[src/rtl/lane_deskew.sv]
module lane_deskew #(
  parameter int LANES        = 4,
  parameter int DW           = 16,
  parameter int DEPTH        = 8,
  parameter int AUTO_REALIGN = 1
) (
  input  logic                clk,
  input  logic                rst_n,
  input  logic [LANES*DW-1:0] in_data,
  input  logic [LANES-1:0]    in_vld,
  input  logic [LANES-1:0]    in_mark,
  input  logic [LANES-1:0]    lane_rdy,
  input  logic                relink,
  output logic [LANES*DW-1:0] out_data,
  output logic                out_vld,
  output logic                aligned,
  output logic                err
);
  localparam int AW = (DEPTH > 1) ? $clog2(DEPTH) : 1;
  localparam int CW = $clog2(DEPTH + 1);

  typedef enum logic [1:0] {S_IDLE, S_WAIT, S_ALIGNED, S_ERROR} state_t;

  state_t st, nxt;
  logic [LANES-1:0] ne, hm, full, pop, push, ovf;
  logic all_rdy, run, acq, misal;

  assign all_rdy = &lane_rdy;
  assign run     = (st == S_WAIT) || (st == S_ALIGNED);
  assign push    = in_vld & {LANES{run}};
  assign acq     = (st == S_WAIT) && (&ne) && (&hm);
  assign misal   = (st == S_ALIGNED) && (&ne) && (|hm) && !(&hm);
  assign out_vld = (st == S_ALIGNED) && (&ne) && !misal;
  assign aligned = (st == S_ALIGNED);
  assign err     = (st == S_ERROR);

  function automatic logic [AW-1:0] step_ptr(input logic [AW-1:0] p);
    return (p == AW'(DEPTH - 1)) ? '0 : p + 1'b1;
  endfunction

  for (genvar g = 0; g < LANES; g++) begin : g_lane
    logic [DW:0]   mem [DEPTH];
    logic [AW-1:0] wp, rp;
    logic [CW-1:0] cnt;
    logic          wr;

    assign wr      = push[g] && !ovf[g];
    assign ne[g]   = (cnt != '0);
    assign full[g] = (cnt == CW'(DEPTH));
    assign hm[g]   = mem[rp][DW];
    assign out_data[g*DW +: DW] = mem[rp][DW-1:0];
    assign pop[g]  = ((st == S_WAIT) && ne[g] && !hm[g]) || out_vld;
    assign ovf[g]  = push[g] && full[g] && !pop[g];

    always_ff @(posedge clk)
      if (wr) mem[wp] <= {in_mark[g], in_data[g*DW +: DW]};

    always_ff @(posedge clk) begin
      if (!rst_n || !run) begin
        wp  <= '0;
        rp  <= '0;
        cnt <= '0;
      end else begin
        if (wr)     wp <= step_ptr(wp);
        if (pop[g]) rp <= step_ptr(rp);
        cnt <= cnt + CW'(wr) - CW'(pop[g]);
      end
    end


    fifo_bound_chk: assert property (@(posedge clk) disable iff (!rst_n)
      cnt <= CW'(DEPTH));
  end

  always_comb begin
    nxt = st;
    if (relink || !all_rdy) nxt = S_IDLE;
    else begin
      case (st)
        S_IDLE:    nxt = S_WAIT;
        S_WAIT:    if (|ovf) nxt = S_IDLE;
                   else if (acq) nxt = S_ALIGNED;
        S_ALIGNED: if (|ovf) nxt = S_IDLE;
                   else if (misal) nxt = (AUTO_REALIGN != 0) ? S_IDLE : S_ERROR;
        S_ERROR:   nxt = S_ERROR;
        default:   nxt = S_IDLE;
      endcase
    end
  end

  always_ff @(posedge clk)
    if (!rst_n) st <= S_IDLE;
    else        st <= nxt;


  relink_chk: assert property (@(posedge clk) disable iff (!rst_n)
    (relink || !all_rdy) |=> (!aligned && !out_vld));


  hold_idle_chk: assert property (@(posedge clk) disable iff (!rst_n)
    (st == S_IDLE && relink) |=> (st == S_IDLE));


  err_hold_chk: assert property (@(posedge clk) disable iff (!rst_n)
    (err && !relink && all_rdy) |=> err);


  misal_chk: assert property (@(posedge clk) disable iff (!rst_n)
    (misal && !relink && all_rdy && !(|ovf)) |=>
      (!aligned && (err == (AUTO_REALIGN == 0))));
endmodule

[config.mk]
export PLATFORM = sky130hd
export DESIGN_NAME = lane_deskew
export DESIGN_NICKNAME = d
export VERILOG_FILES = /design/src/rtl/lane_deskew.sv
export SDC_FILE = /design/constraint.sdc
export NUM_CORES = 1
export LEC_CHECK = 0
export CORE_ASPECT_RATIO = 0.6
export CORE_MARGIN = 5
export CORE_UTILIZATION = 45
export DETAILED_ROUTE_END_ITERATION = 10
export MAX_ROUTING_LAYER = met4
export PLACE_DENSITY_LB_ADDON = 0.2
export SLEW_MARGIN = 25
export SYNTH_ARGS = -nofsm -noshare
export SYNTH_HDL_FRONTEND = slang
export SYNTH_SLANG_ARGS = --single-unit
export TNS_END_PERCENT = 5
[constraint.sdc]
create_clock -name clk -period 5.6 [get_ports clk]
set_input_delay 0.56 -clock clk [delete_from_list [all_inputs] [get_ports clk]]
set_output_delay 0.56 -clock clk [all_outputs]
set_load 0.02 [all_outputs]
### Word level (Yosys, flattened, before mapping)

Memories as Yosys holds them, arrays and structs flattened. A register that Yosys moved wholly into a read port is not among the register bits.
Index checks and enable logic that the tools add are counted.

| word-level totals | value |
|---|---|
| bits in read-only memories | 0 |
| latch bits | 0 |
| register bits | 42 |
| output and inout port bits | 67 |
| memories | 4 |
| RAM bits | 544 |

| cells by class | value |
|---|---|
| div/mod/pow operators | 0 |
| shift-type cells | 0 |
| multiplexer cells | 29 |
| reductions and logical operators | 62 |
| $mul | 0 |
| bitwise operators | 2 |
| magnitude comparators | 0 |
| eq/ne operators | 17 |
| add/sub/neg operators | 16 |

Memory list:

| memory | words | bits a word | read ports | clocked after memory_dff | write ports | line | text |
|---|---|---|---|---|---|---|---|
| g_lane[0].mem | 8 | 17 | 1 | 1 | 1 | 42 | `logic [DW:0] mem [DEPTH];` |
| g_lane[1].mem | 8 | 17 | 1 | 1 | 1 | 42 |  |
| g_lane[2].mem | 8 | 17 | 1 | 1 | 1 | 42 |  |
| g_lane[3].mem | 8 | 17 | 1 | 1 | 1 | 42 |  |

Operator list:

| operator | count |
|---|---|
| $mux 3 | 16 |
| $logic_and 1x1->1 | 26 |
| $add 3x1->3 const B | 8 |
| $eq 3x3->1 const B | 8 |
| $logic_not 1->1 | 17 |
| $add 4x1->4 | 4 |
| $eq 4x4->1 const B | 4 |
| $reduce_bool 4->1 | 4 |
| $sub 4x1->4 | 4 |
| $reduce_and 4->1 | 3 |
| $mux 1 | 8 |
| $mux 2 | 4 |
| $pmux 2 s4 | 1 |
| $reduce_or 4->1 | 2 |
| $logic_or 1x1->1 | 7 |
| $and 4x4->4 | 1 |
| $eq 2x2->1 const B | 2 |
| $ne 3x1->1 const B | 1 |
| $ne 3x2->1 const B | 1 |
| $eq 2x1->1 const B | 1 |
| $logic_not 2->1 | 1 |
| $reduce_and 2->1 | 1 |
| $reduce_or 2->1 | 1 |
| $not 1->1 | 1 |

### Longest topological paths before layout

Gate-level depths: netlist (run 1).

| logic depth | value |
|---|---|
| depth after elaboration | 14 |
| gate-level depth with buffers | 16 |

### Worst setup path before layout (run 1)

No wires, ideal clock.

| path | value |
|---|---|
| path kind | reg-to-reg |
| start | register (tool-made name) |
| end | memory g_lane[2].mem[4][0] (netlist bit) (enable) |
| library setup time | 0.441 ns |
| required time | 5.159 ns |
| arrival | 3.928 ns |
| cell stages (with the launch flop) | 8 |
| setup slack | 1.231 ns |
| period minus slack after synthesis | 4.369 ns |
| buffers on the path | 1 |
| cells stage by stage | dfxtp_1 buf_2 mux4_2 mux2i_2 nand4_1 a21oi_4 o211ai_4 nor4b_1 |

RTL lines:

| what | line |
|---|---|
| end: declaration | 42 |

==> summary.md, run 1 <==
| Metric | Value |
|---|---|
| Status | `finished clean` |
| First-pass GRT wire length | `70.5 mm` |
| Min Tclk post-route | `4.20 ns` |
| Die area | `about 0.057 sq mm` |
| Most frequent cells after synthesis | `edfxtp_1, mux4_2, mux2_2` |
| Register area | `0.0174 sq mm` |
| CTS tree | `yes` |
| FMAX | `~0.24 GHz` |
| Crit. End Element | `output port` |
| Post-synth top area share | `0.697` |
| Inserted Clock Buffers | `53` |
| Max Cap Viol | `0` |
| Vias in the first global route | `11.7k` |
| Setup Crit Path Kind | `flop to output port` |
| Largest fanout on the critical path | `10` |
| Setup slack, reg-to-reg | `1.49 ns` |
| Sequential area share after synthesis | `0.743` |
| Pwr Total | `8.73 mW` |
| Die Span Y | `187 um` |
| Vias | `11.0k` |
| Postcts setup bufs | `0` |
| FFs w/ async S/R, synth | `0` |
| CTS max path bufs | `3` |
| Setup TNS | `0 ns` |
| Hpwl dp | `26.1 mm` |
| Io pins | `between 100 and 150` |
| Top_reg_cell synth | `edfxtp_1` |
| R2R depth | `14` |
| Hold path cells | `2` |
| Least-Margin Pin Slew | `0.673 ns` |
| Hold crit path type | `flop to flop` |
| Post-synth EDFFs | `544` |
| Final max-slew violation count | `0` |
| Footprint of the multi-input gates | `0.00587 sq mm` |
| Remaining Overflow, GRT | `0` |
| FF-to-FF End | `g_lane[1].cnt[2]$_SDFF_PP0_` |
| Final #Nets | `1447` |
| Worst hold start | `g_lane[1].rp[0]$_SDFFE_PP0N_` |
| Syn Inst Count | `about 1.1k` |
| Mean Syn Cell Area | `20.8 sq um` |
| Post-cts gate resize count | `0` |
| Final number of setup-violating endpoints | `0` |
| CTS sink cnt | `598` |
| Core area | `0.0512 sq mm` |
| Slew Limit Headroom | `0.551` |
| P&R area growth vs syn | `18.9%` |
| Starting density of the core | `0.458` |
| Peak VDD IR | `0.283 mV` |
| Routability-driven placement congestion ratio | `0.717` |
| Top-count cell post-synth | `edfxtp_1` |
| Worst path arrival time | `between 3 and 4 ns` |
| Syn_nets | `roughly 1.3k` |
| Hold buffer count at CTS | `0` |
| DR WL/cell | `roughly 22 um` |
| Worst Skew | `0.0203 ns` |
| Row cnt | `64` |
| Root Driver | `clkbuf_16` |
| Clock slew at reported path FFs | `0.07 ns` |
| Die width | `305 um` |
| P_leak | `8.77 nW` |
| Routed Antenna Nets | `0` |
| Gr usage total | `0.162` |
| Fillcell total | `3959` |
| Netlist cell types | `53` |
| Fin crit share | `0.750` |
| Number of remaining DRC errors | `0` |
| Synth area leader | `edfxtp_1` |
| Clock insertion delay at the later pin of the skew report | `0.57 ns` |
| CTS H-Tree Depth | `2` |
| Layout cells sized above 1 | `0.275` |
| Seq cells post-synth | `about 600` |
| Cell Area, Synth | `between 0.02 and 0.025 sq mm` |
| Power density cells | `313 mW/mm^2` |
| Required time of the critical path | `around 5 ns` |
| Initial drt markers | `749` |
| Vias per cell | `5.36` |
| Synth Warn # | `0` |
| Final WL | `45.0 mm` |
| Antenna violations before repair | `3` |
| Startpoint Class | `flop` |
| Pre-Repair DR Iteration Count | `5` |
| Final Hold Vio Count | `0` |
| Ranking of synthesized cells by area | `edfxtp_1, mux4_2, dfxtp_1` |
| Buffers on Ports | `between 100 and 150` |
| Pin count of the biggest net entering global routing | `34` |
| Unrepaired setup endpoints after global routing | `no` |
-- where the power goes --
part	switching [mW]	leakage (nW)	internal, mW
Sequential	0.000511	5.32	4.86
Combinational	0.0624	2.56	0.0547
Clock	1.58	0.882	2.17
-- registers in the layout, indices dropped and copies added (netlist names), named ones only --
register	flops
g_lane.rp	12
g_lane.cnt	16
st	2
g_lane.wp	12
g_lane.mem	544
-- cells in the final DEF, fill, tap and decap left out, drive strengths merged, types with 2 or more instances in the layout --
master / n
edfxtp: 544
clkdlybuf4s50: 145
mux4: 136
mux2: 64
clkbuf: 62
dfxtp: 54
buf: 45
ha: 43
inv: 35
nor2: 32
nand2: 23
a21oi: 23
clkinv: 23
mux2i: 14
nand3: 10
nor3: 10
nor3b: 9
bufinv: 8
nor4b: 8
or3b: 8
or3: 6
and3: 6
nor4: 6
xnor2: 5
a31oi: 5
nand4: 4
o21ai: 4
a21o: 4
fa: 4
diode: 3
xor2: 3
clkinvlp: 3
nand2b: 2
o211a: 2
o211ai: 2
o2111ai: 2
a211oi: 2
or4: 2
-- worst max-delay path, cell delays in order (launching register included) --
cell	delay, ns
dfxtp_1	0.68
buf_4	0.30
mux4_2	0.33
mux2i_2	0.37
nand4_1	0.22
a21oi_4	0.42
clkdlybuf4s50_1	0.75
-- through the flow --
| stage | std cells | setup slack [ns] | cell area, sq um | hold WS (ns) | utilization |
|---|---|---|---|---|---|
| after floorplan | 1125 | 1.23 | 23500 | 0.450 | - |
| after global placement | 1959 | 1.54 | 26100 | 0.476 | 0.509 |
| after detailed placement | 1959 | 1.41 | 26100 | 0.479 | 0.509 |
| after CTS | 2059 | 1.28 | 27900 | 0.489 | 0.544 |
| after global routing | 2062 | 1.21 | 27900 | 0.518 | 0.544 |
| final | 2062 | 1.40 | 27900 | 0.492 | 0.544 |
-- layer usage --
layer  share of wire  up-vias  global-route usage
met3           0.040       50              0.0287
met2            0.48      191               0.254
met5               0        -                   -
met1            0.47     5796               0.231
met4           0.012        0              0.0266
li1                -     5007                   -
-- cell type report --
class / count / area share
sequential: 598 / 0.625
inverter: 31 / 0.00417
tap: 693 / 0.0311
timing repair buffer: 190 / 0.0642
clock inverter: 38 / 0.0144
multi-input combinational: 447 / 0.211
antenna: 3 / 0.000269
clock buffer: 62 / 0.0503
-- worst max-delay path by stage --
| stage | depth (start not counted) | slack (ns) | start | end |
|---|---|---|---|---|
| floorplan | 7 | 1.23 | flop | g_lane[2].mem[4][0]$_DFFE_PP_ |
| global placement | 14 | 1.54 | flop | g_lane[1].cnt[2]$_SDFF_PP0_ |
| detailed placement | 14 | 1.41 | flop | g_lane[1].cnt[2]$_SDFF_PP0_ |
| CTS | 6 | 1.28 | flop | out_vld |
| global route | 6 | 1.21 | flop | out_vld |
| finish | 6 | 1.40 | flop | out_vld |
-- logic make-up after synthesis --
family          count (synthesis)  synth area share
flops                         598             0.743
mux                           214             0.169
simple gates                  131            0.0309
buf+inv                        80            0.0140
compound gates                 47            0.0143
fa+ha+maj                      47            0.0264
xor+xnor                        8           0.00299
(Power assumes the default switching activity.)
==> run 2: changes to the inputs <==
==> constraint.sdc (replaced) <==
create_clock -name clk -period 3.94 [get_ports clk]
set_input_delay 0.394 -clock clk [delete_from_list [all_inputs] [get_ports clk]]
set_output_delay 0.394 -clock clk [all_outputs]
set_load 0.02 [all_outputs]
==> summary.md, run 2 (synthesis gave the netlist of run 1 again) <==
| Metric | Value |
|---|---|
| Final #Nets | `around 1.5k` |
| P_leak | `8.78 nW` |
| Vias in the first global route | `11.7k` |
| Pin count of the biggest net entering global routing | `33` |
| Vias | `11.1k` |
| Die width | `305 um` |
| Commonest non-fill, non-tap cell in the layout | `edfxtp_1` |
| Hold crit path type | `flop to flop` |
| Largest fanout on the critical path | `7` |
| Setup Crit Path Kind | `flop to output port` |
| Number of remaining DRC errors | `0` |
| Fin crit share | `0.926` |
| Routability-driven placement congestion ratio | `0.766` |
| Row cnt | `64` |
| Final max-slew violation count | `0` |
| DR WL/cell | `21.8 um` |
| Core area | `around 0.051 sq mm` |
| Unrepaired setup endpoints after global routing | `no` |
| P&R area growth vs syn | `18.9%` |
| Starting density of the core | `0.458` |
| Hold path cells | `2` |
| Final number of setup-violating endpoints | `0` |
| Worst Skew | `0.0191 ns` |
| Io pins | `between 100 and 150` |
| Die area | `0.0569 sq mm` |
| Min Tclk post-route | `between 3 and 4 ns` |
| CTS max path bufs | `3` |
| Largest Register | `g_lane.mem` |
| Max Cap Viol | `0` |
| Largest regs | `g_lane.mem: 544 flops, g_lane.cnt: 16 flops` |
| Routed Antenna Nets | `0` |
| Least-Margin Pin Slew | `0.656 ns` |
| FMAX | `about 0.27 GHz` |
| Final setup margin | `0.291 ns` |
| Register area | `between 0.015 and 0.02 sq mm` |
| CP Capture Point | `out_vld` |
| Die Span Y | `187 um` |
| Postcts setup bufs | `0` |
| Buffers on Ports | `between 100 and 150` |
| Gr usage total | `0.163` |
| Inserted Clock Buffers | `54` |
| R2R depth | `13` |
| Commonest cells after routing, fill and taps aside | `edfxtp_1, clkdlybuf4s50_1, mux4_2` |
| Startpoint Class | `flop` |
| Post-cts gate resize count | `0` |
| Slew Limit Headroom | `0.562` |
| Antenna violations before repair | `2` |
| First-pass GRT wire length | `70.5 mm` |
| Hold buffer count at CTS | `0` |
| CTS H-Tree Depth | `2` |
| Clock insertion delay at the later pin of the skew report | `0.58 ns` |
| Peak VDD IR | `between 0.3 and 0.4 mV` |
| Initial drt markers | `842` |
| FF-to-FF End | `g_lane[1].cnt[2]$_SDFF_PP0_` |
| Vias per cell | `approximately 5.4` |
| Final Hold Vio Count | `0` |
| Max reg flops | `544` |
| Status | `finished clean` |
| Final WL | `45.1 mm` |
| Power density cells | `438 mW/mm^2` |
| Pre-Repair DR Iteration Count | `5` |
| Worst hold start | `g_lane[0].rp[1]$_SDFFE_PP0N_` |
| CTS tree | `yes` |
| Layout cells sized above 1 | `0.278` |
| Final Util | `0.544` |
| Required time of the critical path | `3.55 ns` |
| Footprint of the multi-input gates | `0.00588 sq mm` |
| Remaining Overflow, GRT | `0` |
| Setup slack, reg-to-reg | `~0.30 ns` |
| Fillcell total | `between 3k and 4k` |
| CTS sink cnt | `roughly 600` |
| Root Driver | `clkbuf_16` |
| Clock slew at reported path FFs | `0.07 ns` |
| Dpl ws | `approximately 0.31 ns` |
| Hpwl dp | `26.7 mm` |
| Crit. End Element | `output port` |
| Worst path arrival time | `3.26 ns` |
run 2: cell count changes in the layout (fill, tap and decap cells not counted):
cell	delta
clkbuf_1	+2
nor4b_2	-1
clkinvlp_2	-1
clkinvlp_4	+2
inv_6	-3
clkinv_2	+2
clkinv_4	+1
clkinv_1	+1
bufinv_16	-3
nor4b_4	+1
diode_2	-1
buf_12	+1
buf_4	+9
run 2: final cells by class:
| type | count | share of cell area |
|---|---|---|
| Inverter | 31 | 0.00417 |
| Tap cell | 693 | 0.0311 |
| Multi-Input combinational cell | 447 | 0.211 |
| Clock buffer | 64 | 0.0506 |
| Timing Repair Buffer | 200 | 0.0673 |
| Antenna cell | 2 | 0.000179 |
| Clock inverter | 37 | 0.0113 |
| Sequential cell | 598 | 0.625 |
run 2: routing by layer:
layer  track usage  part of all wire
met5             -                 0
met4        0.0286             0.016
met3        0.0309             0.042
met2         0.248              0.47
met1         0.238              0.47
run 2: through the flow:
step,std cells,cell area [sq um],hold WS (ns),power [mW],TNS (ns)
after floorplan,1125,23500,0.450,7.06,-59.98
after global placement,1969,26200,0.470,7.21,0
after detailed placement,1969,26200,0.479,7.22,0
after CTS,2070,27900,0.495,12.4,0
after global routing,2072,27900,0.509,12.7,0
final,2072,27900,0.488,12.2,0
run 2: where the power goes:
part | total (mW) | internal (mW) | switching, mW | leakage, nW
logic | 0.170 | 0.0786 | 0.0913 | 2.61
clock network | 5.12 | 2.89 | 2.24 | 0.842
registers | 6.91 | 6.91 | 0.000710 | 5.32
run 2: how the worst min path moves through the flow:
stage                                    to  slack, ns
2_1_floorplan                          flop       0.45
3_3_place_gp   g_lane[1].rp[1]$_SDFFE_PP0N_       0.47
3_5_place_dp                           flop       0.48
4_1_cts        g_lane[0].rp[1]$_SDFFE_PP0N_       0.50
5_1_grt                  st[1]$_SDFFE_PP0P_       0.51
6_report                               flop       0.49
run 2: worst max-delay path, cell delays in order, from the launching register on:
cell	delay, ns
dfxtp_2	0.38
mux4_2	0.54
mux2i_4	0.33
nand4_1	0.22
a21oi_4	0.33
buf_4	0.20
clkdlybuf4s50_1	0.67
==> run 3: changes to the inputs <==
==> constraint.sdc (replaced) <==
create_clock -name clk -period 3.5 [get_ports clk]
set_input_delay 0.35 -clock clk [delete_from_list [all_inputs] [get_ports clk]]
set_output_delay 0.35 -clock clk [all_outputs]
set_load 0.02 [all_outputs]
==> summary.md, run 3 (synthesis gave the netlist of run 1 again) <==
| Metric | Value |
|---|---|
| Metal3 WL | `1.87 mm` |
| Setup slack, reg-to-reg | `roughly 0.2 ns` |
| Hold buffer count at CTS | `0` |
| P&R area growth vs syn | `19.7%` |
| Die Span Y | `around 190 um` |
| Hold path cells | `3` |
| Hold endpoint | `st[1]$_SDFFE_PP0P_` |
| Buffers on Ports | `145` |
| Required time of the critical path | `around 4 ns` |
| Worst Skew | `0.0136 ns` |
| CTS H-Tree Depth | `2` |
| Io pins | `roughly 150` |
| Setup Crit Path Kind | `flop to flop` |
| Final WL | `between 40 and 50 mm` |
| DR WL/cell | `21.9 um` |
| Initial drt markers | `slightly above 600` |
| P_leak | `8.85 nW` |
| Fin crit share | `0.944` |
| Worst hold start | `relink` |
| Register area | `0.0174 sq mm` |
| Routability-driven placement congestion ratio | `0.738` |
| Antenna violations before repair | `4` |
| Core area | `0.0512 sq mm` |
| Fin cells | `2080` |
| Pin count of the biggest net entering global routing | `33` |
| Footprint of the multi-input gates | `0.00591 sq mm` |
| Status | `finished clean` |
| R2R depth | `13` |
| Slew Limit Headroom | `0.571` |
| Clock insertion delay at the later pin of the skew report | `0.57 ns` |
| Peak VDD IR | `approximately 0.35 mV` |
| Row cnt | `64` |
| DRT met1 WL | `21.4 mm` |
| Gr usage total | `0.164` |
| Startpoint Class | `flop` |
| Final setup margin | `just under 0.2 ns` |
| Clock slew at reported path FFs | `0.06 ns` |
| Remaining Overflow, GRT | `0` |
| Least-Margin Pin Slew | `0.642 ns` |
| Hpwl dp | `26.8 mm` |
| Crit. End Element | `flop` |
| Die width | `305 um` |
| Hold crit path type | `input pin to flop` |
| Die area | `0.0569 sq mm` |
| Final max-slew violation count | `0` |
| FMAX | `0.303 GHz` |
| Pre-Repair DR Iteration Count | `5` |
| Commonest non-fill, non-tap cell in the layout | `edfxtp_1` |
| CTS tree | `yes` |
| Inserted Clock Buffers | `55` |
| Commonest cells after routing, fill and taps aside | `edfxtp_1, clkdlybuf4s50_1, mux4_2` |
| Unrepaired setup endpoints after global routing | `no` |
| Starting density of the core | `0.458` |
| Post-cts gate resize count | `1` |
| Final number of setup-violating endpoints | `0` |
| Largest fanout on the critical path | `8` |
| Vias in the first global route | `11.8k` |
| Worst path arrival time | `between 3 and 4 ns` |
| Power density cells | `499 mW/mm^2` |
| Max reg flops | `544` |
| Largest Register | `g_lane.mem` |
| Fillcell total | `between 3k and 4k` |
| Vias | `11.1k` |
| Routed Antenna Nets | `0` |
| Uppermost routed layer | `met4` |
| CTS max path bufs | `3` |
| Final Hold Vio Count | `0` |
| Max Cap Viol | `0` |
| Final #Nets | `1465` |
| Postcts setup bufs | `0` |
| Placed Cells | `1975` |
| Dpl ws | `approximately 0.19 ns` |
| Vias per cell | `5.35` |
| Largest regs | `g_lane.mem: 544 flops, g_lane.cnt: 16 flops` |
| Layout cells sized above 1 | `0.283` |
| Number of remaining DRC errors | `0` |
| Min Tclk post-route | `3.31 ns` |
| Root Driver | `clkbuf_16` |
| FF-to-FF End | `g_lane[2].cnt[2]$_SDFF_PP0_` |
| First-pass GRT wire length | `~70 mm` |
| Met2 Routed Length | `about 22 mm` |
| CTS sink cnt | `598` |
==> run 3: changes by cell type in the layout (fill, tap and decap cells not counted), sizes merged <==
cell,before,now
clkdlybuf4s50,145,144
clkbuf,64,72
buf,55,61
clkinvlp,4,6
dlygate4sd2,0,1
clkinv,27,16
diode,2,4
bufinv,5,6
==> run 3: metrics by stage <==
| stage | power, mW | hold WS (ns) | cell area [sq um] | TNS (ns) | utilization |
|---|---|---|---|---|---|
| after global placement | 8.12 | 0.474 | 26200 | 0 | 0.511 |
| after detailed placement | 8.12 | 0.479 | 26200 | 0 | 0.511 |
| after floorplan | 7.95 | 0.449 | 23500 | -199.03 | - |
| after CTS | 14.2 | 0.470 | 28000 | 0 | 0.547 |
| after global routing | 14.5 | 0.477 | 28100 | 0 | 0.548 |
| final | 14.0 | 0.491 | 28100 | 0 | 0.548 |
==> run 3: final cells by class <==
class / instances / share of cell area
multi-input cells: 447 / 0.211
clock buffers: 72 / 0.0547
clock inverters: 29 / 0.0107
diodes: 4 / 0.000357
well taps: 693 / 0.0309
repair buffers: 206 / 0.0680
inverters: 31 / 0.00415
flip-flops and latches: 598 / 0.621
==> run 3: per-layer routing <==
layer | vias up | GRT usage
li1 | 5043 | -
met1 | 5856 | 0.236
met2 | 172 | 0.253
met3 | 59 | 0.0306
met4 | 0 | 0.0282
met5 | - | -
==> run 3: worst max-delay path by stage <==
stage                                    end  start  depth (start not counted)
2_1_floorplan  g_lane[3].mem[2][0]$_DFFE_PP_   flop                          7
3_3_place_gp     g_lane[2].cnt[2]$_SDFF_PP0_   flop                         13
3_5_place_dp     g_lane[2].cnt[2]$_SDFF_PP0_   flop                         13
4_1_cts          g_lane[2].cnt[2]$_SDFF_PP0_   flop                         13
5_1_grt          g_lane[2].cnt[2]$_SDFF_PP0_   flop                         13
6_report         g_lane[2].cnt[2]$_SDFF_PP0_   flop                         13
==> run 3: critical path: stages (launching register included) <==
cell      delay, ns
dfxtp_2        0.37
mux4_2         0.54
mux2i_4        0.32
nand4_1        0.22
a21oi_4        0.20
buf_4          0.21
o211ai_4       0.10
ha_1           0.30
inv_1          0.06
ha_1           0.17
inv_1          0.07
fa_1           0.41
xor2_1         0.15
nor2_1         0.05
==> run 3: where the power goes <==
group | switching, mW | total, mW | internal (mW)
clock network | 2.51 | 6.03 | 3.52
logic | 0.100 | 0.188 | 0.0879
registers | 0.000787 | 7.78 | 7.78
total | 2.61 | 14.0 | 11.4
